$ cat src/rtl/dramseq_pkg.sv
package dramseq_pkg;
  localparam int CFG_W         = 6;
  localparam int CFG_COL3      = 0;
  localparam int CFG_SPACE_LSB = 1;
  localparam int CFG_SPACE_W   = 3;
  localparam int CFG_BURST     = 4;

  localparam logic [2:0] SP_ONE  = 3'b001;
  localparam logic [2:0] SP_TWO  = 3'b010;
  localparam logic [2:0] SP_ALL  = 3'b011;
  localparam logic [2:0] SP_CONT = 3'b111;

  typedef enum logic [2:0] {
    S_IDLE, S_ROW, S_COL1, S_COL2, S_COL3, S_PAGE, S_PRE, S_NORM
  } seq_state_t;
endpackage

$ cat src/rtl/dramseq_cfg.sv
module dramseq_cfg
  import dramseq_pkg::*;
(
  input  logic             clk,
  input  logic             rst,
  input  logic             we,
  input  logic [CFG_W-1:0] wdata,
  input  logic             idle,
  output logic [CFG_W-1:0] cfg_q,
  output logic             col3,
  output logic             burst,
  output logic [2:0]       space
);
  always_ff @(posedge clk) begin
    if (rst)
      cfg_q <= '0;
    else if (we && idle)
      cfg_q <= wdata;
  end

  assign col3  = cfg_q[CFG_COL3];
  assign burst = cfg_q[CFG_BURST];
  assign space = cfg_q[CFG_SPACE_LSB +: CFG_SPACE_W];
endmodule

$ cat src/rtl/dramseq_decode.sv
module dramseq_decode
  import dramseq_pkg::*;
#(
  parameter int NUM_AREAS = 4,
  parameter int AREA_W    = 2
) (
  input  logic [2:0]        space,
  input  logic [AREA_W-1:0] area,
  output logic              is_dram,
  output logic [AREA_W-1:0] pin
);
  logic [NUM_AREAS-1:0] mapped;

  for (genvar i = 0; i < NUM_AREAS; i++) begin : g_area
    always_comb begin
      unique case (space)
        SP_ONE:  mapped[i] = (i < 1);
        SP_TWO:  mapped[i] = (i < 2);
        SP_ALL:  mapped[i] = 1'b1;
        SP_CONT: mapped[i] = 1'b1;
        default: mapped[i] = 1'b0;
      endcase
    end
  end

  assign is_dram = mapped[area];
  assign pin     = (space == SP_CONT) ? '0 : area;
endmodule

$ cat src/rtl/dramseq_fsm.sv
module dramseq_fsm
  import dramseq_pkg::*;
#(
  parameter int AREA_W = 2,
  parameter int ROW_W  = 10,
  parameter int COL_W  = 9
) (
  input  logic              clk,
  input  logic              rst,
  input  logic              start,
  input  logic              col3,
  input  logic              burst,
  input  logic              new_dram,
  input  logic [AREA_W-1:0] new_area,
  input  logic [AREA_W-1:0] new_pin,
  input  logic [ROW_W-1:0]  new_row,
  input  logic [COL_W-1:0]  new_col,
  output logic              can_accept,
  output logic              idle,
  output seq_state_t        state_d,
  output logic [AREA_W-1:0] nxt_pin,
  output logic [ROW_W-1:0]  nxt_row,
  output logic [COL_W-1:0]  nxt_col
);
  seq_state_t        state_q;
  logic              pend_q;
  logic              cur_dram;
  logic [AREA_W-1:0] cur_area, cur_pin;
  logic [ROW_W-1:0]  cur_row;
  logic [COL_W-1:0]  cur_col;
  logic              accept, hit;

  assign can_accept = (state_q == S_IDLE) || (state_q == S_PAGE);
  assign idle       = (state_q == S_IDLE);
  assign accept     = start && can_accept;
  assign hit        = new_dram && (new_area == cur_area) && (new_row == cur_row);

  always_comb begin
    state_d = state_q;
    unique case (state_q)
      S_IDLE: if (start) state_d = new_dram ? S_ROW : S_NORM;
      S_ROW:  state_d = S_COL1;
      S_COL1: state_d = S_COL2;
      S_COL2: state_d = col3 ? S_COL3 : (burst ? S_PAGE : S_PRE);
      S_COL3: state_d = burst ? S_PAGE : S_PRE;
      S_PAGE: if (start) state_d = hit ? S_COL1 : S_PRE;
      S_PRE:  state_d = pend_q ? (cur_dram ? S_ROW : S_NORM) : S_IDLE;
      S_NORM: state_d = S_IDLE;
      default: state_d = S_IDLE;
    endcase
  end

  always_ff @(posedge clk) begin
    if (rst) begin
      state_q  <= S_IDLE;
      pend_q   <= 1'b0;
      cur_dram <= 1'b0;
      cur_area <= '0;
      cur_pin  <= '0;
      cur_row  <= '0;
      cur_col  <= '0;
    end else begin
      state_q <= state_d;
      if (accept) begin
        cur_dram <= new_dram;
        cur_area <= new_area;
        cur_pin  <= new_pin;
        cur_row  <= new_row;
        cur_col  <= new_col;
      end
      if (accept && state_q == S_PAGE && !hit)
        pend_q <= 1'b1;
      else if (state_q == S_PRE)
        pend_q <= 1'b0;
    end
  end

  assign nxt_pin = accept ? new_pin : cur_pin;
  assign nxt_row = accept ? new_row : cur_row;
  assign nxt_col = accept ? new_col : cur_col;
endmodule

$ cat src/rtl/dramseq_outreg.sv
module dramseq_outreg
  import dramseq_pkg::*;
#(
  parameter int NUM_AREAS = 4,
  parameter int AREA_W    = 2,
  parameter int ROW_W     = 10,
  parameter int COL_W     = 9,
  parameter int MA_W      = 10
) (
  input  logic                 clk,
  input  logic                 rst,
  input  seq_state_t           state_d,
  input  logic                 col3,
  input  logic [AREA_W-1:0]    nxt_pin,
  input  logic [ROW_W-1:0]     nxt_row,
  input  logic [COL_W-1:0]     nxt_col,
  output logic [NUM_AREAS-1:0] ras_n,
  output logic                 cas_n,
  output logic                 oe_n,
  output logic                 row_sel,
  output logic                 col_sel,
  output logic [MA_W-1:0]      mem_addr,
  output logic                 ack_dram,
  output logic                 ack_norm
);
  logic in_col, ras_on, last_col;

  assign in_col   = (state_d == S_COL1) || (state_d == S_COL2) || (state_d == S_COL3);
  assign ras_on   = in_col || (state_d == S_ROW) || (state_d == S_PAGE);
  assign last_col = (state_d == S_COL3) || ((state_d == S_COL2) && !col3);

  for (genvar i = 0; i < NUM_AREAS; i++) begin : g_ras
    always_ff @(posedge clk) begin
      if (rst) ras_n[i] <= 1'b1;
      else     ras_n[i] <= !(ras_on && (nxt_pin == AREA_W'(i)));
    end
  end

  always_ff @(posedge clk) begin
    if (rst) begin
      cas_n    <= 1'b1;
      oe_n     <= 1'b1;
      row_sel  <= 1'b0;
      col_sel  <= 1'b0;
      mem_addr <= '0;
      ack_dram <= 1'b0;
      ack_norm <= 1'b0;
    end else begin
      cas_n    <= !in_col;
      oe_n     <= !(in_col || (state_d == S_PAGE));
      row_sel  <= (state_d == S_ROW);
      col_sel  <= in_col;
      ack_dram <= last_col;
      ack_norm <= (state_d == S_NORM);
      if (state_d == S_ROW)
        mem_addr <= MA_W'(nxt_row);
      else if (in_col)
        mem_addr <= MA_W'(nxt_col);
      else
        mem_addr <= '0;
    end
  end
endmodule

$ cat src/rtl/dram_seq_top.sv
module dram_seq_top
  import dramseq_pkg::*;
#(
  parameter int NUM_AREAS = 4,
  parameter int ROW_W     = 10,
  parameter int COL_W     = 9,
  localparam int AREA_W   = (NUM_AREAS > 1) ? $clog2(NUM_AREAS) : 1,
  localparam int ADDR_W   = AREA_W + ROW_W + COL_W,
  localparam int MA_W     = (ROW_W > COL_W) ? ROW_W : COL_W
) (
  input  logic                 clk,
  input  logic                 rst,
  input  logic                 cfg_we,
  input  logic [CFG_W-1:0]     cfg_wdata,
  output logic [CFG_W-1:0]     cfg_rdata,
  input  logic                 start,
  input  logic [ADDR_W-1:0]    req_addr,
  output logic                 can_accept,
  output logic [NUM_AREAS-1:0] ras_n,
  output logic                 cas_n,
  output logic                 oe_n,
  output logic                 row_sel,
  output logic                 col_sel,
  output logic [MA_W-1:0]      mem_addr,
  output logic                 ack_dram,
  output logic                 ack_norm
);
  logic              st_idle, col3, burst, new_dram;
  logic [2:0]        space;
  logic [AREA_W-1:0] new_area, new_pin, nxt_pin;
  logic [ROW_W-1:0]  new_row, nxt_row;
  logic [COL_W-1:0]  new_col, nxt_col;
  seq_state_t        state_d;

  assign new_area = req_addr[ADDR_W-1 -: AREA_W];
  assign new_row  = req_addr[COL_W +: ROW_W];
  assign new_col  = req_addr[COL_W-1:0];

  dramseq_cfg u_cfg (
    .clk(clk), .rst(rst), .we(cfg_we), .wdata(cfg_wdata), .idle(st_idle),
    .cfg_q(cfg_rdata), .col3(col3), .burst(burst), .space(space)
  );

  dramseq_decode #(.NUM_AREAS(NUM_AREAS), .AREA_W(AREA_W)) u_dec (
    .space(space), .area(new_area), .is_dram(new_dram), .pin(new_pin)
  );

  dramseq_fsm #(.AREA_W(AREA_W), .ROW_W(ROW_W), .COL_W(COL_W)) u_fsm (
    .clk(clk), .rst(rst), .start(start), .col3(col3), .burst(burst),
    .new_dram(new_dram), .new_area(new_area), .new_pin(new_pin),
    .new_row(new_row), .new_col(new_col), .can_accept(can_accept),
    .idle(st_idle), .state_d(state_d), .nxt_pin(nxt_pin),
    .nxt_row(nxt_row), .nxt_col(nxt_col)
  );

  dramseq_outreg #(.NUM_AREAS(NUM_AREAS), .AREA_W(AREA_W), .ROW_W(ROW_W),
                   .COL_W(COL_W), .MA_W(MA_W)) u_out (
    .clk(clk), .rst(rst), .state_d(state_d), .col3(col3), .nxt_pin(nxt_pin),
    .nxt_row(nxt_row), .nxt_col(nxt_col), .ras_n(ras_n), .cas_n(cas_n),
    .oe_n(oe_n), .row_sel(row_sel), .col_sel(col_sel), .mem_addr(mem_addr),
    .ack_dram(ack_dram), .ack_norm(ack_norm)
  );
endmodule

$ cat config.mk
export PLATFORM = sky130hd
export DESIGN_NAME = dram_seq_top
export DESIGN_NICKNAME = d
export VERILOG_FILES = /design/src/rtl/dramseq_pkg.sv /design/src/rtl/dramseq_cfg.sv /design/src/rtl/dramseq_decode.sv /design/src/rtl/dramseq_fsm.sv /design/src/rtl/dramseq_outreg.sv /design/src/rtl/dram_seq_top.sv
export SDC_FILE = /design/constraint.sdc
export NUM_CORES = 1
export LEC_CHECK = 0
export BUFFER_PORTS_ARGS = -buffer_cell sky130_fd_sc_hd__buf_2
export CORE_MARGIN = 10
export CORE_UTILIZATION = 25
export DETAILED_ROUTE_END_ITERATION = 8
export PLACE_DENSITY_LB_ADDON = 0.1
export SLEW_MARGIN = 20
export SYNTH_ARGS = -nofsm -noshare
export SYNTH_HDL_FRONTEND = slang
export SYNTH_SLANG_ARGS = --single-unit
$ cat constraint.sdc
create_clock -name clk -period 2.55 [get_ports clk]
set_clock_uncertainty 0.2 [all_clocks]
set_input_delay 0.1275 -clock clk [delete_from_list [all_inputs] [get_ports clk]]
set_output_delay 0.1275 -clock clk [all_outputs]
set_load 0.01 [all_outputs]
==> impl_metrics.csv, run 1 <==
group,metric,value,unit
outcome,status,"finished clean",
sta,max-slew-margin-rel,0.731,
drt,wl,7030,µm
grt,grt-ovfl-total,0,
drt,ant_nets,0,
cts,cts_made_buffers,5,
place,hpwl,4790,µm
place,routabilityCongestion,0.737,
drt,avgRoutedWirePerCell,14.4,µm
critical_path,crit_path_end_kind,"flip-flop",
floorplan,start_util,0.258,
sta,worst_pin_slew,0.403,ns
synthesis,yosys_register_bits,54,
critical_path,cp-start-kind,"flip-flop",
floorplan,fp-row-count,35,
grt,antenna_found_initial,0,
floorplan,dieArea,13900,µm²
grt,grt_usage,0.0960,
cts,htree_levels,2,
cts,clk_pin_slew,0.10,ns
synthesis,async_flop_share,0,
critical_path,crit_type,"reg2reg",
grt,grt_use_met1,0.125,
cts,clock-sinks,54,
critical_path,path_max_fanout,5,
worst_hold_path,hold_class,"in2reg",
power_and_ir_drop,vdd_drop_max,0.400,mV
power_and_ir_drop,p_leak,0.00133,µW
synthesis,syn-num-nets,305,
synthesis,synth_area,2400,µm²
critical_path,required,2.54,ns
layout,fin_area,3350,µm²
layout,final_cell_mix,"buf_2, dfxtp_1, nand2_1, a21oi_1, dlygate4sd3_1",
layout,syn2layout_area_growth,39.8,%
sta,post-route-min-period,2.48,ns
sta,slew_viol_final,0,
sta,fin_ws,0.0729,ns
synthesis,synth_seq_area_share,0.451,
sta,hold_viol,0,
synthesis,synth_ff_type,"dfxtp_1",
sta,max_freq,0.404,GHz
grt,grt_max_degree,35,
floorplan,io_pins,58,
power_and_ir_drop,power.density,1130,nW/µm²
layout,drive_gt1_frac,0.284,
drt,drt_iter0_drc,91,
synthesis,yosys_warnings,0,
sta,period_share,0.971,
grt,grt_pass1_wl,11000,µm
sta,finalSetupViolations,0,
grt,use_met2,0.154,
sta,rsz0062_at_grt,"false",
job,cap_viol_max_count,0,
cts,clk_path_buf_depth,2,
layout,nNetsFinal,389,
drt,vias_per_cell,4.40,
drt,drt_pass1_iterations,6,
grt,use_met3,0.0225,
cts,post_cts_resized,0,
grt,grt_busiest_layer,"met2",
floorplan,design.core.area,9280,µm²
place,place_area,2940,µm²
sta,fin_tns_setup,0,ns
synthesis,synthCells,274,
layout,nFillCells,1008,
drt,num_vias,2146,
cts,cts_tree,"built",
synthesis,synth_area_per_cell,8.74,µm²
layout,mostFrequentLayoutCell,"buf_2",
floorplan,die_w,118,µm
cts,cts-root-buf,"clkbuf_8",
place,io_buffers,57,
critical_path,arrival,2.47,ns
synthesis,synth_edf_count,0,
floorplan,die_h,118,µm
layout,n_antenna_cell,0,
grt,grt_pass1_vias,2083,
place,dp_slack,0.0322,ns
drt,drc,0,
cts,clk_latency,0.31,ns
synthesis,synth.distinct_cells,37,
[power breakdown]
part / leakage, µW / switching (µW) / total [µW] / internal [µW]
Sequential: 0.000443 / 117 / 1180 / 1070
Combinational: 0.000830 / 1090 / 2040 / 950
Clock: 0.0000557 / 286 / 581 / 294
Total: 0.00133 / 1490 / 3800 / 2310
[worst max-delay path, cell delays in order, from the launching register on]
cell	delay [ns]
dfxtp_2	0.35
or4b_4	0.48
and3_4	0.20
or4_4	0.44
a31oi_4	0.17
buf_12	0.15
mux2i_4	0.26
nand4b_1	0.11
[kinds of logic (layout without fill, tap and decap cells)]
group | after synthesis | after routing | share of synthesized area
compound gates | 36 | 36 | 0.0914
xor+xnor | 13 | 13 | 0.0475
buf+inv | 23 | 108 | 0.0470
flops | 54 | 54 | 0.451
mux | 11 | 11 | 0.0470
simple gates | 137 | 137 | 0.316
[sequential cells by signal, indices dropped and copies added, names as in the netlist]
signal and flops:
u_fsm.cur_row 10, u_out.mem_addr 10, u_fsm.cur_col 9, u_cfg.cfg_q 6, u_out.ras_n 4, u_fsm.state_q 3, u_fsm.cur_area 2, u_fsm.cur_pin 2
u_fsm.cur_dram 1, u_fsm.pend_q 1, u_out.ack_dram 1, u_out.ack_norm 1, u_out.cas_n 1, u_out.col_sel 1, u_out.oe_n 1, u_out.row_sel 1
[stage by stage]
step                      power [µW]  utilization  cells  hold slack (ns)
final                           3800        0.361    488          0.00991
after global routing            4090        0.361    488          0.00673
after CTS                       3730        0.356    486          0.00588
after detailed placement        3100        0.316    452            0.171
after global placement          3090        0.316    452            0.164
after floorplan                 2420            -    274           0.0155
[worst paths after layout]
| kind | slack [ns] | depth (start not counted) | to | from |
|---|---|---|---|---|
| worst max-delay path | 0.07 | 7 | u_out.ras_n[0]$_SDFF_PP1_ | u_cfg.cfg_q[3]$_SDFFE_PP0P_ |
| worst min-delay path | 0.01 | 4 | u_fsm.cur_area[1]$_SDFFE_PP0P_ | req_addr[20] |
| worst max register to register | 0.07 | 7 | u_out.ras_n[0]$_SDFF_PP1_ | u_cfg.cfg_q[3]$_SDFFE_PP0P_ |
| worst min register to register | 0.27 | 2 | u_fsm.cur_area[0]$_SDFFE_PP0P_ | u_fsm.cur_area[0]$_SDFFE_PP0P_ |
[synthesized netlist by cell type (all sizes together) (2+ instances only)]
cell type  instances  share of area
dfxtp             54           0.45
nand2             47          0.074
a21oi             26          0.054
nand3             22          0.046
clkbuf            16          0.025
nor2              15          0.023
xnor2             13          0.048
nand4b            10          0.037
or4b              10          0.042
mux2i              9          0.038
buf                7          0.022
nand2b             5          0.013
nand4              5          0.013
nor2b              4          0.010
and2               3         0.0078
and3               3         0.0099
nand3b             3         0.0094
nor3               3         0.0063
nor3b              3         0.0094
mux2               2         0.0094
o21ai              2         0.0042
[cell type report]
| type | instances | area (µm²) | share of cell area |
|---|---|---|---|
| clock inverters | 2 | 36.3 | 0.0108 |
| flip-flops and latches | 54 | 1090 | 0.325 |
| clock buffers | 6 | 72.6 | 0.0217 |
| multi-input cells | 197 | 1230 | 0.366 |
| well taps | 129 | 161 | 0.0482 |
| repair buffers | 100 | 766 | 0.229 |
[metal layers]
| layer | part of all wire | wire length (µm) |
|---|---|---|
| met1 | 0.50 | 3520 |
| met2 | 0.46 | 3240 |
| met3 | 0.028 | 200 |
| met4 | 0.0098 | 69 |
| met5 | 0 | 0 |
[timing repair]
action	4_1_cts	5_1_grt
endpoints found under the hold margin	27	0
setup buffers	0	1
setup endpoints to repair	0	17
hold buffers	26	0
Note: power is estimated with default switching activity, not from simulation.
==> inputs of run 2 (changes only) <==
Settings changed: BUFFER_PORTS_ARGS -buffer_cell sky130_fd_sc_hd__buf_2 to -buffer_cell sky130_fd_sc_hd__clkbuf_2, CORE_UTILIZATION 25 to 48.
==> impl_metrics.csv, run 2 (synthesized netlist as in run 1, its figures left out) <==
group,metric,value,unit
sta,max-slew-margin-rel,0.637,
critical_path,cp_num_buf_inv,1,
outcome,status,"finished with violations",
floorplan,fp-row-count,25,
critical_path,required,2.55,ns
critical_path,crit_slowest_cell,"or4b_4",
drt,drt_pass1_iterations,5,
critical_path,critPathTopFamily,"simple AND/OR/NAND/NOR gates",
critical_path,cp-start-kind,"flip-flop",
grt,grt_pass1_vias,2179,
floorplan,die_w,90.7,µm
critical_path,crit_type,"reg2reg",
cts,clk_latency,0.31,ns
drt,vias_per_cell,5.09,
layout,multi_input_area,1230,µm²
sta,post-route-min-period,2.60,ns
layout,final_cell_mix,"clkbuf_2, dfxtp_1, nand2_1, dlygate4sd3_1, a21oi_1",
critical_path,arrival,2.60,ns
cts,clk_pin_slew,0.09,ns
drt,num_vias,2180,
layout,final_util,0.673,
grt,grt_pass1_wl,10500,µm
sta,period_share,1.02,
cts,cts_tree,"built",
floorplan,die_h,90.7,µm
critical_path,path_max_fanout,5,
sta,fin_ws,-0.0476,ns
critical_path,crit_path_end_kind,"flip-flop",
layout,layout.cells.non_filler,428,
sta,worst_pin_slew,0.544,ns
layout,nFillCells,409,
worst_hold_path,hold_class,"in2reg",
drt,drc,0,
sta,finalSetupViolations,2,
layout,largestRegisters,"u_fsm.cur_row (10), u_out.mem_addr (10), u_fsm.cur_col (9)",
layout,nNetsFinal,391,
layout,mostFrequentLayoutCell,"clkbuf_2",
critical_path,max_stage_delay,0.48,ns
power_and_ir_drop,power.density,1100,nW/µm²
drt,drt_iter0_drc,138,
cts,clk_path_buf_depth,2,
power_and_ir_drop,vdd_drop_max,0.642,mV
cts,htree_levels,2,
grt,grt-ovfl-total,0,
layout,n_antenna_cell,0,
floorplan,start_util,0.501,
job,cap_viol_max_count,0,
floorplan,design.core.area,4790,µm²
layout,drive_gt1_frac,0.291,
place,dp_cells,392,
sta,whs,0.00447,ns
power_and_ir_drop,p_leak,0.00131,µW
sta,max_freq,0.385,GHz
drt,avgRoutedWirePerCell,14.6,µm
floorplan,io_pins,58,
critical_path,worstPathCellList,"or4b_4 > and3_4 > or4_4 > a31oi_4 > buf_4 > mux2i_1 > nor2_1",
place,routabilityCongestion,0.762,
grt,grt_max_degree,35,
floorplan,dieArea,8220,µm²
sta,hold_viol,0,
drt,wl,6230,µm
layout,syn2layout_area_growth,34.5,%
outcome,violations,"setup timing",
cts,cts-root-buf,"clkbuf_8",
sta,rsz0062_at_grt,"true",
place,io_buffers,57,
sta,slew_viol_final,0,
place,dp_slack,0.0186,ns
cts,cts_made_buffers,5,
layout,seq_area,1090,µm²
grt,grt_usage,0.152,
drt,ant_nets,0,
cts,clock-sinks,54,
place,hpwl,4240,µm
grt,antenna_found_initial,0,
## run 2: cell count changes in the layout (fill, tap and decap cells not counted)
cell / delta
bufinv_16: -1
clkbuf_1: -1
inv_4: -1
buf_12: -4
buf_2: -57
clkbuf_2: +57
clkinv_2: +2
buf_6: +1
dfxtp_2: +1
dlygate4sd3_1: +1
buf_4: +5
dfxtp_1: -1
## run 2: final timing paths
| path | startpoint | to | slack, ns | depth (start not counted) |
|---|---|---|---|---|
| max | u_cfg.cfg_q[3]$_SDFFE_PP0P_ | u_out.col_sel$_SDFF_PP0_ | -0.05 | 7 |
| min | req_addr[20] | u_fsm.cur_area[1]$_SDFFE_PP0P_ | 0.004 | 4 |
| max reg2reg | u_cfg.cfg_q[3]$_SDFFE_PP0P_ | u_out.col_sel$_SDFF_PP0_ | -0.05 | 7 |
| min reg2reg | u_fsm.cur_area[1]$_SDFFE_PP0P_ | u_fsm.cur_area[1]$_SDFFE_PP0P_ | 0.27 | 2 |
## run 2: stage by stage
stage	TNS [ns]	area, µm²	power (µW)
6_report	-0.0917	3220	3550
5_1_grt	-0.652	3220	3820
4_1_cts	0	3210	3550
3_5_place_dp	0	2840	2980
3_3_place_gp	0	2840	2950
2_1_floorplan	0	2420	2420
## run 2: cell type report
cell class | count | area share
Timing Repair Buffer | 102 | 0.223
Tap cell | 67 | 0.0260
Sequential cell | 54 | 0.338
Multi-Input combinational cell | 197 | 0.381
Clock buffer | 6 | 0.0291
Clock inverter | 2 | 0.00311
## run 2: routing by layer
| layer | up-vias | track usage | wire length, µm |
|---|---|---|---|
| met2 | 38 | 0.253 | 3070 |
| met5 | - | 0 | 0 |
| met4 | 0 | 0.0451 | 73 |
| met1 | 1013 | 0.186 | 2850 |
| met3 | 8 | 0.0407 | 235 |
| li1 | 1121 | - | - |
## run 2: worst reg2reg max path: cells and delay by family, from the launching register on
kind	cells	cell delay, ns
compound gates	1	0.31
buf+inv	1	0.18
flops	1	0.33
mux	1	0.27
simple gates	4	1.20
## run 2: timing repair
item,4_1_cts,5_1_grt
setup buffers,0,1
pin swaps,0,1
resized for setup,1,1
hold endpoints to repair,28,0
endpoints found under the setup margin,4,14
hold buffers,27,0
## run 2: power by group
group / total, µW / leakage, µW / internal, µW / switching, µW
sequential: 1210 / 0.000443 / 1070 / 136
clock: 526 / 0.0000561 / 250 / 276
combinational: 1820 / 0.000811 / 819 / 999
total: 3550 / 0.00131 / 2140 / 1410
==> inputs of run 3 (changes only) <==
Settings changed: BUFFER_PORTS_ARGS -buffer_cell sky130_fd_sc_hd__clkbuf_2 to -buffer_cell sky130_fd_sc_hd__buf_2.
==> impl_metrics.csv, run 3 (synthesized netlist as in run 1, its figures left out) <==
group,metric,value,unit
critical_path,crit_slowest_cell,"or4b_4",
worst_hold_path,hold_class,"in2reg",
drt,wl,6340,µm
layout,mostFrequentLayoutCell,"buf_2",
sta,hold_viol,0,
drt,num_vias,2226,
sta,slew_viol_final,0,
floorplan,die_h,90.7,µm
sta,post-route-min-period,2.57,ns
sta,whs,0.0131,ns
grt,grt_max_degree,35,
sta,max-slew-margin-rel,0.654,
place,place_area,2810,µm²
critical_path,required,2.53,ns
layout,drive_gt1_frac,0.286,
sta,worst_pin_slew,0.519,ns
critical_path,critPathTopFamily,"simple AND/OR/NAND/NOR gates",
power_and_ir_drop,p_leak,0.00130,µW
floorplan,fp-row-count,25,
critical_path,crit_type,"reg2reg",
floorplan,io_pins,58,
power_and_ir_drop,vdd_drop_max,0.506,mV
grt,grt_pass1_wl,10500,µm
critical_path,cp_num_buf_inv,0,
outcome,violations,"setup timing",
power_and_ir_drop,power.density,1090,nW/µm²
cts,clock-sinks,54,
floorplan,die_w,90.7,µm
drt,drt_iter0_drc,122,
grt,grt-ovfl-total,0,
critical_path,rr_startpoint,"u_cfg.cfg_q[3]$_SDFFE_PP0P_",
drt,ant_nets,0,
critical_path,reg2reg_slack,-0.02,ns
worst_hold_path,hold_depth,4,
layout,fin_area,3190,µm²
critical_path,crit_path_end_kind,"flip-flop",
critical_path,arrival,2.55,ns
worst_hold_path,worstHoldStart,"req_addr[19]",
critical_path,worstPathCellList,"or4b_4 > and3_4 > or4_4 > a31oi_4 > mux2i_4 > nand4b_1",
place,routabilityCongestion,0.756,
grt,grt_pass1_vias,2190,
critical_path,path_max_fanout,5,
cts,clk_pin_slew,0.09,ns
outcome,status,"finished with violations",
layout,nFillCells,419,
critical_path,max_stage_delay,0.48,ns
critical_path,r2r_cells,6,
cts,htree_levels,2,
layout,nNetsFinal,390,
layout,largestRegisters,"u_fsm.cur_row (10), u_out.mem_addr (10), u_fsm.cur_col (9)",
floorplan,start_util,0.501,
sta,finalSetupViolations,1,
layout,syn2layout_area_growth,33.2,%
grt,grt_usage,0.152,
cts,cts-root-buf,"clkbuf_8",
drt,vias_per_cell,5.21,
cts,clk_latency,0.30,ns
floorplan,design.core.area,4790,µm²
drt,avgRoutedWirePerCell,14.8,µm
critical_path,r2r-end,"u_out.ras_n[0]$_SDFF_PP1_",
cts,clk_path_buf_depth,2,
sta,period_share,1.01,
layout,n_antenna_cell,0,
worst_hold_path,min_to,"u_fsm.cur_area[0]$_SDFFE_PP0P_",
cts,cts_made_buffers,5,
sta,rsz0062_at_grt,"true",
place,hpwl,4320,µm
drt,drc,0,
place,io_buffers,57,
grt,antenna_found_initial,0,
floorplan,dieArea,8220,µm²
layout,final_cell_mix,"buf_2, dfxtp_1, nand2_1, dlygate4sd3_1, a21oi_1",
sta,fin_ws,-0.0177,ns
job,cap_viol_max_count,0,
sta,max_freq,0.389,GHz
drt,drt_pass1_iterations,4,
critical_path,cp-start-kind,"flip-flop",
cts,cts_tree,"built",
power_and_ir_drop,power,3490,µW
## run 3: report_power, final
group	internal, µW	switching [µW]	total (µW)
Combinational	811	1010	1820
Sequential	1070	134	1200
Clock	194	269	464
## run 3: layout make-up
class | count | area, µm² | share of cell area
tap | 67 | 83.8 | 0.0263
sequential | 54 | 1090 | 0.341
multi-input combinational | 197 | 1230 | 0.385
timing repair buffer | 101 | 703 | 0.220
clock buffer | 6 | 72.6 | 0.0227
clock inverter | 2 | 13.8 | 0.00431
## run 3: worst max-delay path by stage
stage                                     start                      endpoint  slack (ns)  cells past startpoint
floorplan           u_cfg.cfg_q[1]$_SDFFE_PP0P_     u_out.ras_n[0]$_SDFF_PP1_        0.07                      7
global placement    u_cfg.cfg_q[1]$_SDFFE_PP0P_     u_out.ras_n[0]$_SDFF_PP1_        0.06                      6
detailed placement  u_cfg.cfg_q[1]$_SDFFE_PP0P_  u_out.mem_addr[1]$_SDFF_PP0_        0.01                      7
CTS                 u_cfg.cfg_q[1]$_SDFFE_PP0P_     u_out.ras_n[0]$_SDFF_PP1_       0.003                      6
global route        u_cfg.cfg_q[1]$_SDFFE_PP0P_     u_out.ras_n[0]$_SDFF_PP1_       -0.08                      6
finish              u_cfg.cfg_q[3]$_SDFFE_PP0P_     u_out.ras_n[0]$_SDFF_PP1_       -0.02                      6
## run 3: what timing repair did
action                                  CTS  global route
endpoints found under the setup margin    4            18
hold endpoints to repair                 27             0
pin swaps                                 0             3
buffers inserted                          1             1
hold buffers                             27             0
resized for setup                         0             4
## run 3: routing by layer
| layer | global-route usage | wire, µm | vias up |
|---|---|---|---|
| li1 | - | - | 1121 |
| met1 | 0.184 | 2780 | 1058 |
| met2 | 0.257 | 3240 | 43 |
| met3 | 0.0391 | 259 | 4 |
| met4 | 0.0411 | 53 | 0 |
| met5 | 0 | 0 | - |
## run 3: metrics by stage
stage | worst slack [ns] | utilization | setup TNS (ns) | instances
after floorplan | 0.0662 | - | 0 | 274
after global placement | 0.0599 | 0.587 | 0 | 390
after detailed placement | 0.0116 | 0.587 | 0 | 390
after CTS | 0.00272 | 0.663 | 0 | 426
after global routing | -0.0791 | 0.667 | -0.753 | 427
final | -0.0177 | 0.667 | -0.0177 | 427
## run 3: worst min-delay path: stages
cell and delay (ns):
buf_2 0.11, buf_4 0.13, nand2_1 0.05, a21oi_1 0.05
